**config.mk**
```make
export PLATFORM = sky130hd
export DESIGN_NAME = dbg_run_ctrl
export DESIGN_NICKNAME = d
export VERILOG_FILES = /design/src/rtl/dbgrun_pkg.sv /design/src/rtl/dbgrun_regs.sv /design/src/rtl/dbgrun_gate.sv /design/src/rtl/dbgrun_memcfg.sv /design/src/rtl/dbg_run_ctrl.sv
export SDC_FILE = /design/constraint.sdc
export NUM_CORES = 1
export LEC_CHECK = 0
export ABC_AREA = 1
export CORE_MARGIN = 2
export CORE_UTILIZATION = 53
export CTS_CLUSTER_DIAMETER = 120
export DETAILED_ROUTE_END_ITERATION = 7
export DONT_BUFFER_PORTS = 1
export MAX_ROUTING_LAYER = met4
export PLACE_DENSITY = 0.69
export SLEW_MARGIN = 25
export SYNTH_ARGS = -nofsm -noshare
export SYNTH_HDL_FRONTEND = slang
export SYNTH_HIERARCHICAL = 1
export SYNTH_SLANG_ARGS = --single-unit
export TNS_END_PERCENT = 50
```
**constraint.sdc**
```tcl
create_clock -name clk -period 2 [get_ports clk]
set_clock_uncertainty 0.15 [all_clocks]
set_input_delay 0.4 -clock clk [delete_from_list [all_inputs] [get_ports clk]]
set_output_delay 0.4 -clock clk [all_outputs]
set_load 0.02 [all_outputs]
```
**src/rtl/dbgrun_pkg.sv**
```systemverilog
package dbgrun_pkg;

   // Stored control state of the block
   typedef struct packed {
      logic       presc_run;    // prescaler run bit
      logic       sys_dbg_run;  // system-clock group runs while halted
      logic       aux_dbg_run;  // other-clock group runs while halted
      logic       base_sel;     // debug base address select
      logic [2:0] ram_code;     // RAM size code
   } ctl_t;

   localparam logic [2:0] RAM_CODE_2K = 3'd3;
   localparam logic [2:0] RAM_CODE_4K = 3'd2;
   localparam logic [2:0] RAM_CODE_8K = 3'd1;

   localparam logic [2:0] RAM_RSVD_FILL = 3'b001;

   function automatic logic ram_code_legal(input logic [2:0] code);
      return (code == RAM_CODE_2K) || (code == RAM_CODE_4K) || (code == RAM_CODE_8K);
   endfunction

endpackage

```
**src/rtl/dbgrun_regs.sv**
```systemverilog
module dbgrun_regs
   import dbgrun_pkg::*;
#(
   parameter int          ADDR_W  = 16,
   parameter int          DATA_W  = 16,
   parameter logic [15:0] CLK_OFS = 16'h5320,
   parameter logic [15:0] AUX_OFS = 16'h5322,
   parameter logic [15:0] MEM_OFS = 16'h5326
) (
   input  logic              clk,
   input  logic              rst_n,
   input  logic [ADDR_W-1:0] addr,
   input  logic              we,
   input  logic [DATA_W-1:0] wdata,
   output logic [DATA_W-1:0] rdata,
   output ctl_t              ctl
);

   localparam int BASE_BIT = 8;
   localparam int FILL_LSB = 4;

   if (DATA_W < 16) begin : g_chk_data
      $error("dbgrun_regs: DATA_W must be at least 16");
   end
   if (ADDR_W < 16) begin : g_chk_addr
      $error("dbgrun_regs: ADDR_W must be at least 16");
   end

   localparam logic [ADDR_W-1:0] A_CLK = ADDR_W'(CLK_OFS);
   localparam logic [ADDR_W-1:0] A_AUX = ADDR_W'(AUX_OFS);
   localparam logic [ADDR_W-1:0] A_MEM = ADDR_W'(MEM_OFS);

   ctl_t ctl_q;
   logic hit_clk, hit_aux, hit_mem, hit_any;

   assign hit_clk = (addr == A_CLK);
   assign hit_aux = (addr == A_AUX);
   assign hit_mem = (addr == A_MEM);
   assign hit_any = hit_clk | hit_aux | hit_mem;

   always_ff @(posedge clk or negedge rst_n) begin
      if (!rst_n) begin
         ctl_q.presc_run   <= 1'b0;
         ctl_q.sys_dbg_run <= 1'b0;
         ctl_q.aux_dbg_run <= 1'b0;
         ctl_q.base_sel    <= 1'b0;
         ctl_q.ram_code    <= RAM_CODE_8K;
      end else if (we) begin
         if (hit_clk) begin
            ctl_q.presc_run   <= wdata[0];
            ctl_q.sys_dbg_run <= wdata[1];
         end
         if (hit_aux) begin
            ctl_q.aux_dbg_run <= wdata[0];
         end
         if (hit_mem) begin
            ctl_q.base_sel <= wdata[BASE_BIT];
            ctl_q.ram_code <= wdata[2:0];
         end
      end
   end

   always_comb begin
      rdata = '0;
      if (hit_clk) begin
         rdata[0] = ctl_q.presc_run;
         rdata[1] = ctl_q.sys_dbg_run;
      end else if (hit_aux) begin
         rdata[0] = ctl_q.aux_dbg_run;
      end else if (hit_mem) begin
         rdata[2:0]                  = ctl_q.ram_code;
         rdata[FILL_LSB+2:FILL_LSB]  = RAM_RSVD_FILL;
         rdata[BASE_BIT]             = ctl_q.base_sel;
      end
   end

   assign ctl = ctl_q;

   logic unused_wdata;
   assign unused_wdata = ^wdata;


   unmapped_write_chk: assert property (@(posedge clk) disable iff (!rst_n)
      (we && !hit_any) |=> $stable(ctl_q))
      else $error("write to unmapped address changed state");

endmodule

```
**src/rtl/dbgrun_gate.sv**
```systemverilog
module dbgrun_gate #(
   parameter int DBG_STAGES = 1
) (
   input  logic clk,
   input  logic rst_n,
   input  logic halted_i,
   input  logic presc_run_i,
   input  logic sys_dbg_run_i,
   input  logic aux_dbg_run_i,
   output logic sys_en_o,
   output logic aux_en_o
);

   localparam int LAST = DBG_STAGES - 1;

   if (DBG_STAGES < 1) begin : g_chk_stages
      $error("dbgrun_gate: DBG_STAGES must be at least 1");
   end

   logic [LAST:0] halt_q;
   logic          last_in;

   if (DBG_STAGES == 1) begin : g_single
      assign last_in = halted_i;
      always_ff @(posedge clk or negedge rst_n) begin
         if (!rst_n) halt_q <= '0;
         else        halt_q <= halted_i;
      end
   end else begin : g_chain
      assign last_in = halt_q[LAST-1];
      always_ff @(posedge clk or negedge rst_n) begin
         if (!rst_n) halt_q <= '0;
         else        halt_q <= {halt_q[LAST-1:0], halted_i};
      end
   end

   logic halted_q;
   assign halted_q = halt_q[LAST];

   assign sys_en_o = presc_run_i & (~halted_q | sys_dbg_run_i);
   assign aux_en_o = ~halted_q | aux_dbg_run_i;

   // warm-up marker: one edge has passed since reset release
   logic warm_q;
   always_ff @(posedge clk or negedge rst_n) begin
      if (!rst_n) warm_q <= 1'b0;
      else        warm_q <= 1'b1;
   end


   sys_needs_presc_chk: assert property (@(posedge clk) disable iff (!rst_n)
      sys_en_o |-> presc_run_i)
      else $error("system enable without prescaler run");


   sys_follows_past_chk: assert property (@(posedge clk) disable iff (!rst_n)
      (warm_q && !$past(last_in) && presc_run_i) |-> sys_en_o)
      else $error("system enable dropped without prior halt");


   aux_freeze_chk: assert property (@(posedge clk) disable iff (!rst_n)
      (warm_q && $past(last_in) && !aux_dbg_run_i) |-> !aux_en_o)
      else $error("other-clock enable not frozen while halted");


   aux_run_chk: assert property (@(posedge clk) disable iff (!rst_n)
      (warm_q && !$past(last_in)) |-> aux_en_o)
      else $error("other-clock enable low while running");

endmodule

```
**src/rtl/dbgrun_memcfg.sv**
```systemverilog
module dbgrun_memcfg
   import dbgrun_pkg::*;
#(
   parameter int          KB_W      = 4,
   parameter int          BASE_W    = 24,
   parameter logic [23:0] BASE_HIGH = 24'hFFFC00,
   parameter logic [23:0] BASE_LOW  = 24'h000000
) (
   input  logic              clk,
   input  logic              rst_n,
   input  logic [2:0]        ram_code_i,
   input  logic              base_sel_i,
   output logic [KB_W-1:0]   ram_kb_o,
   output logic              cfg_bad_o,
   output logic [BASE_W-1:0] dbg_base_o
);

   localparam logic [KB_W-1:0] KB_2 = KB_W'(2);
   localparam logic [KB_W-1:0] KB_4 = KB_W'(4);
   localparam logic [KB_W-1:0] KB_8 = KB_W'(8);

   if (KB_W < 4) begin : g_chk_kb
      $error("dbgrun_memcfg: KB_W too narrow for 8");
   end
   if (BASE_W < 1 || BASE_W > 24) begin : g_chk_base
      $error("dbgrun_memcfg: BASE_W must be 1..24");
   end

   logic code_ok;
   assign code_ok = ram_code_legal(ram_code_i);

   always_comb begin
      unique case (ram_code_i)
         RAM_CODE_2K: ram_kb_o = KB_2;
         RAM_CODE_4K: ram_kb_o = KB_4;
         default:     ram_kb_o = KB_8;
      endcase
   end

   logic bad_q;
   always_ff @(posedge clk or negedge rst_n) begin
      if (!rst_n) bad_q <= 1'b0;
      else        bad_q <= bad_q | ~code_ok;
   end
   assign cfg_bad_o = bad_q | ~code_ok;

   if (BASE_W == 24) begin : g_full_base
      assign dbg_base_o = base_sel_i ? BASE_LOW : BASE_HIGH;
   end else begin : g_trim_base
      assign dbg_base_o = base_sel_i ? BASE_LOW[BASE_W-1:0] : BASE_HIGH[BASE_W-1:0];
   end


   size_legal_chk: assert property (@(posedge clk) disable iff (!rst_n)
      ($countones(ram_kb_o) == 1) && (ram_kb_o <= KB_8) && (ram_kb_o >= KB_2))
      else $error("decoded RAM size not a legal size");


   bad_sticky_chk: assert property (@(posedge clk) disable iff (!rst_n)
      $past(cfg_bad_o) |-> cfg_bad_o)
      else $error("illegal configuration flag cleared");


   bad_fallback_chk: assert property (@(posedge clk) disable iff (!rst_n)
      !code_ok |-> (cfg_bad_o && ram_kb_o == KB_8))
      else $error("reserved code did not fall back");

endmodule

```
**src/rtl/dbg_run_ctrl.sv**
```systemverilog
module dbg_run_ctrl
   import dbgrun_pkg::*;
#(
   parameter int ADDR_W     = 16,
   parameter int DATA_W     = 16,
   parameter int KB_W       = 4,
   parameter int BASE_W     = 24,
   parameter int DBG_STAGES = 1
) (
   input  logic              clk,
   input  logic              rst_n,
   input  logic [ADDR_W-1:0] bus_addr,
   input  logic              bus_we,
   input  logic [DATA_W-1:0] bus_wdata,
   output logic [DATA_W-1:0] bus_rdata,
   input  logic              core_halted_i,
   output logic              presc_run_o,
   output logic              sys_en_o,
   output logic              aux_en_o,
   output logic [KB_W-1:0]   ram_kb_o,
   output logic              ram_cfg_bad_o,
   output logic [BASE_W-1:0] dbg_base_o
);

   ctl_t ctl;

   dbgrun_regs #(
      .ADDR_W (ADDR_W),
      .DATA_W (DATA_W)
   ) u_regs (
      .clk   (clk),
      .rst_n (rst_n),
      .addr  (bus_addr),
      .we    (bus_we),
      .wdata (bus_wdata),
      .rdata (bus_rdata),
      .ctl   (ctl)
   );

   dbgrun_gate #(
      .DBG_STAGES (DBG_STAGES)
   ) u_gate (
      .clk           (clk),
      .rst_n         (rst_n),
      .halted_i      (core_halted_i),
      .presc_run_i   (ctl.presc_run),
      .sys_dbg_run_i (ctl.sys_dbg_run),
      .aux_dbg_run_i (ctl.aux_dbg_run),
      .sys_en_o      (sys_en_o),
      .aux_en_o      (aux_en_o)
   );

   dbgrun_memcfg #(
      .KB_W   (KB_W),
      .BASE_W (BASE_W)
   ) u_memcfg (
      .clk        (clk),
      .rst_n      (rst_n),
      .ram_code_i (ctl.ram_code),
      .base_sel_i (ctl.base_sel),
      .ram_kb_o   (ram_kb_o),
      .cfg_bad_o  (ram_cfg_bad_o),
      .dbg_base_o (dbg_base_o)
   );

   assign presc_run_o = ctl.presc_run;


   presc_hold_chk: assert property (@(posedge clk) disable iff (!rst_n)
      !(bus_we && bus_addr == ADDR_W'(16'h5320)) |=> $stable(presc_run_o))
      else $error("prescaler run changed without a write");

endmodule

```
==> reports/metrics.yaml <==
timing:
  hold_violations: 0
  drv_slew: 0
  rsz0062_at_grt: "false"
  tns_ns: 0
  min_period_ns: 1.808
  fin_crit_sh_pct: 90.40
  fmax_mhz: 553.1
  setup_viol: 0
  setup_slack_ns: 0.1920
place:
  place_area_um2: 863.3
  hpwl_um: 1358
  place_inst: 163
  portBuffers: 0
  dp_slack_ns: 0.1940
  globalplace.congestion: 0.7992
detailed_routing:
  ant_nets: 0
  drt_wl_total_um: 1663
  drt_first_pass_iters: 4
  routedWlPerCell_um: 9.840
  vias: 767
  drt-initial-drc-count: 13
  viasPerCell: 4.538
  remaining_drc_errors: 0
cts:
  cts_max_path_buffers: 2
  numCtsBuffers: 3
  clk_latency_ns: 0.26
  cts_tree: "yes"
  clk_pin_slew_ns: 0.06
  clock_sinks: 9
  post-cts-setup-buffers: 0
  htree_num_levels: 1
  root_buffer: "clkbuf_4"
synth:
  yosysUniqueCellTypes: 18
  yosys_warnings: 6
  yosysTopAreaCell: "buf_4"
  syn-instance-count: 153
  synth_ff_type: "dfrtp_1"
  yosysMostFrequentCell: "nand2_1"
  synth_common_cells: "nand2_1, buf_4, inv_1"
  synth_area_leaders: "buf_4, dfrtp_1, nand2_1"
  syn_area_per_cell_um2: 6.567
  yosysSeqAreaShare_pct: 22.54
  syn_area_um2: 1005
  synth.top_cell.area_share_pct: 26.15
  ys_async_sr_fraction_pct: 100.0
  synth_edf_count: 0
  synth-seq-cells: 9
setup_path:
  cp_num_buf_inv: 2
  cp_max_fo: 7
  arrival_ns: 1.26
  cp_common_cell: "nand2_1"
  critPathMaxStageDelay_ns: 0.22
  cp_top_family: "simple AND/OR/NAND/NOR gates"
  slowest_stage: "nor2_4"
  critPathRequiredTime_ns: 1.45
  cp_cell_sequence: "inv_1 -> nor2_2 -> nand2_1 -> nor2_4 -> nand2_4 -> inv_2 -> nand2_1 -> nand2_1"
  cp-start-kind: "primary input"
  crit_type: "in -> out"
  crit_path_end_kind: "primary output"
floorplanning:
  dieArea_um2: 2260
  core.rowCount: 15
  start_util_pct: 56.95
  io_pins: 84
  die_w_um: 47.54
  die_h_um: 47.54
  core_area_um2: 1764
cells_and_area:
  fin_area_um2: 909.6
  antenna_cells: 0
  fin_nets: 181
  layout-drive-gt1-share_pct: 14.58
  area_delta_synth_final_pct: -9.465
  layout.cells.non_filler: 169
  fillers: 186
pwr:
  ir_drop_uv: 396.5
  static-leakage-power_nw: 0.5151
  p_total_mw: 0.3960
  pwr_density_cell_nw_per_um2: 435.3
global_route:
  grt_max_degree: 15
  antenna_found_initial: 0
  grt_pass1_vias: 754
  grt_overflow_total: 0
  gr-usage-all-layers_pct: 19.30
  grt_pass1_wl_um: 2994
hold_path:
  hold_path_class: "in -> reg"
run_status:
  status: "finished clean"
run:
  cap_viol_max_count: 0
-- logic make-up (layout without fill, tap and decap cells) --
kind of cell / Yosys count / after routing / synth area share [%]
AO/OA/AOI/OAI: 1 / 1 / 0.8719
buffers and inverters: 62 / 33 / 36.36
flip-flops: 9 / 9 / 22.54
other: 2 / 22 / 0.7475
AND/OR/NAND/NOR: 79 / 79 / 39.48
-- power breakdown --
group | switching [mW] | internal (mW)
logic | 0.0597 | 0.0128
registers | 0.000773 | 0.183
clock network | 0.0626 | 0.0768
-- stage by stage --
stage               util (%)  hold slack (ns)
finish                 51.56          0.09356
global route           51.56          0.09721
CTS                    50.99         0.007085
detailed placement     48.94         -0.04536
global placement       48.94         -0.04533
floorplan                  -         -0.04559
-- cell type report --
class / instances / area, um^2 / share of cell area [%]
flip-flops and latches: 9 / 226.5 / 24.90
clock buffers: 4 / 26.28 / 2.889
repair buffers: 3 / 40.04 / 4.402
multi-input cells: 102 / 488.0 / 53.65
inverters: 26 / 97.59 / 10.73
well taps: 25 / 31.28 / 3.439
-- registers in the layout (all words and copies together), names as in the netlist --
register,count
u_gate/halt_q,1
u_memcfg/bad_q,1
u_regs/ctl,7
-- routing by layer --
metal  part of all wire [%]  routed length [um]  GRT usage [%]  up-vias
met4                      0                   0          7.027        0
met2                     49                 819          31.89       44
met3                     11                 176          8.302        0
met1                     40                 667          20.51      346
li1                       -                   -              -      377
met5                      0                   0              -        -
-- cell usage in the layout (no fill, tap or decap), types with 2 or more instances in the layout --
master         instances
clkbuf_4               3
conb_1                22
dfrtp_1                8
dlygate4sd3_1          2
inv_1                 24
inv_2                  2
nand2_1               36
nand2_2                2
nand2_4                2
nand3_1                6
nand4_1                7
nor2_1                17
nor2_2                 4
nor2_4                 3
-- timing repair --
action,4_1_cts,5_1_grt
hold buffers,1,1
hold endpoints to repair,9,1
gates resized for setup,0,0
-- final timing paths --
path	to	slack (ns)	cells after the start	startpoint
max in group asynchronous	u_regs/ctl[0]	1.03	1	rst_n
setup / recovery	bus_rdata[1]	0.19	8	bus_addr[12]
hold / removal	u_regs/ctl[0]	0.09	2	bus_wdata[0]
hold reg to reg	u_regs/ctl[0]	0.34	2	u_regs/ctl[0]
min in group asynchronous	u_regs/ctl[1]	0.35	1	rst_n
setup reg to reg	u_memcfg/bad_q	0.86	3	u_regs/ctl[0]
No activity file was read; power rests on OpenSTA's default activity.
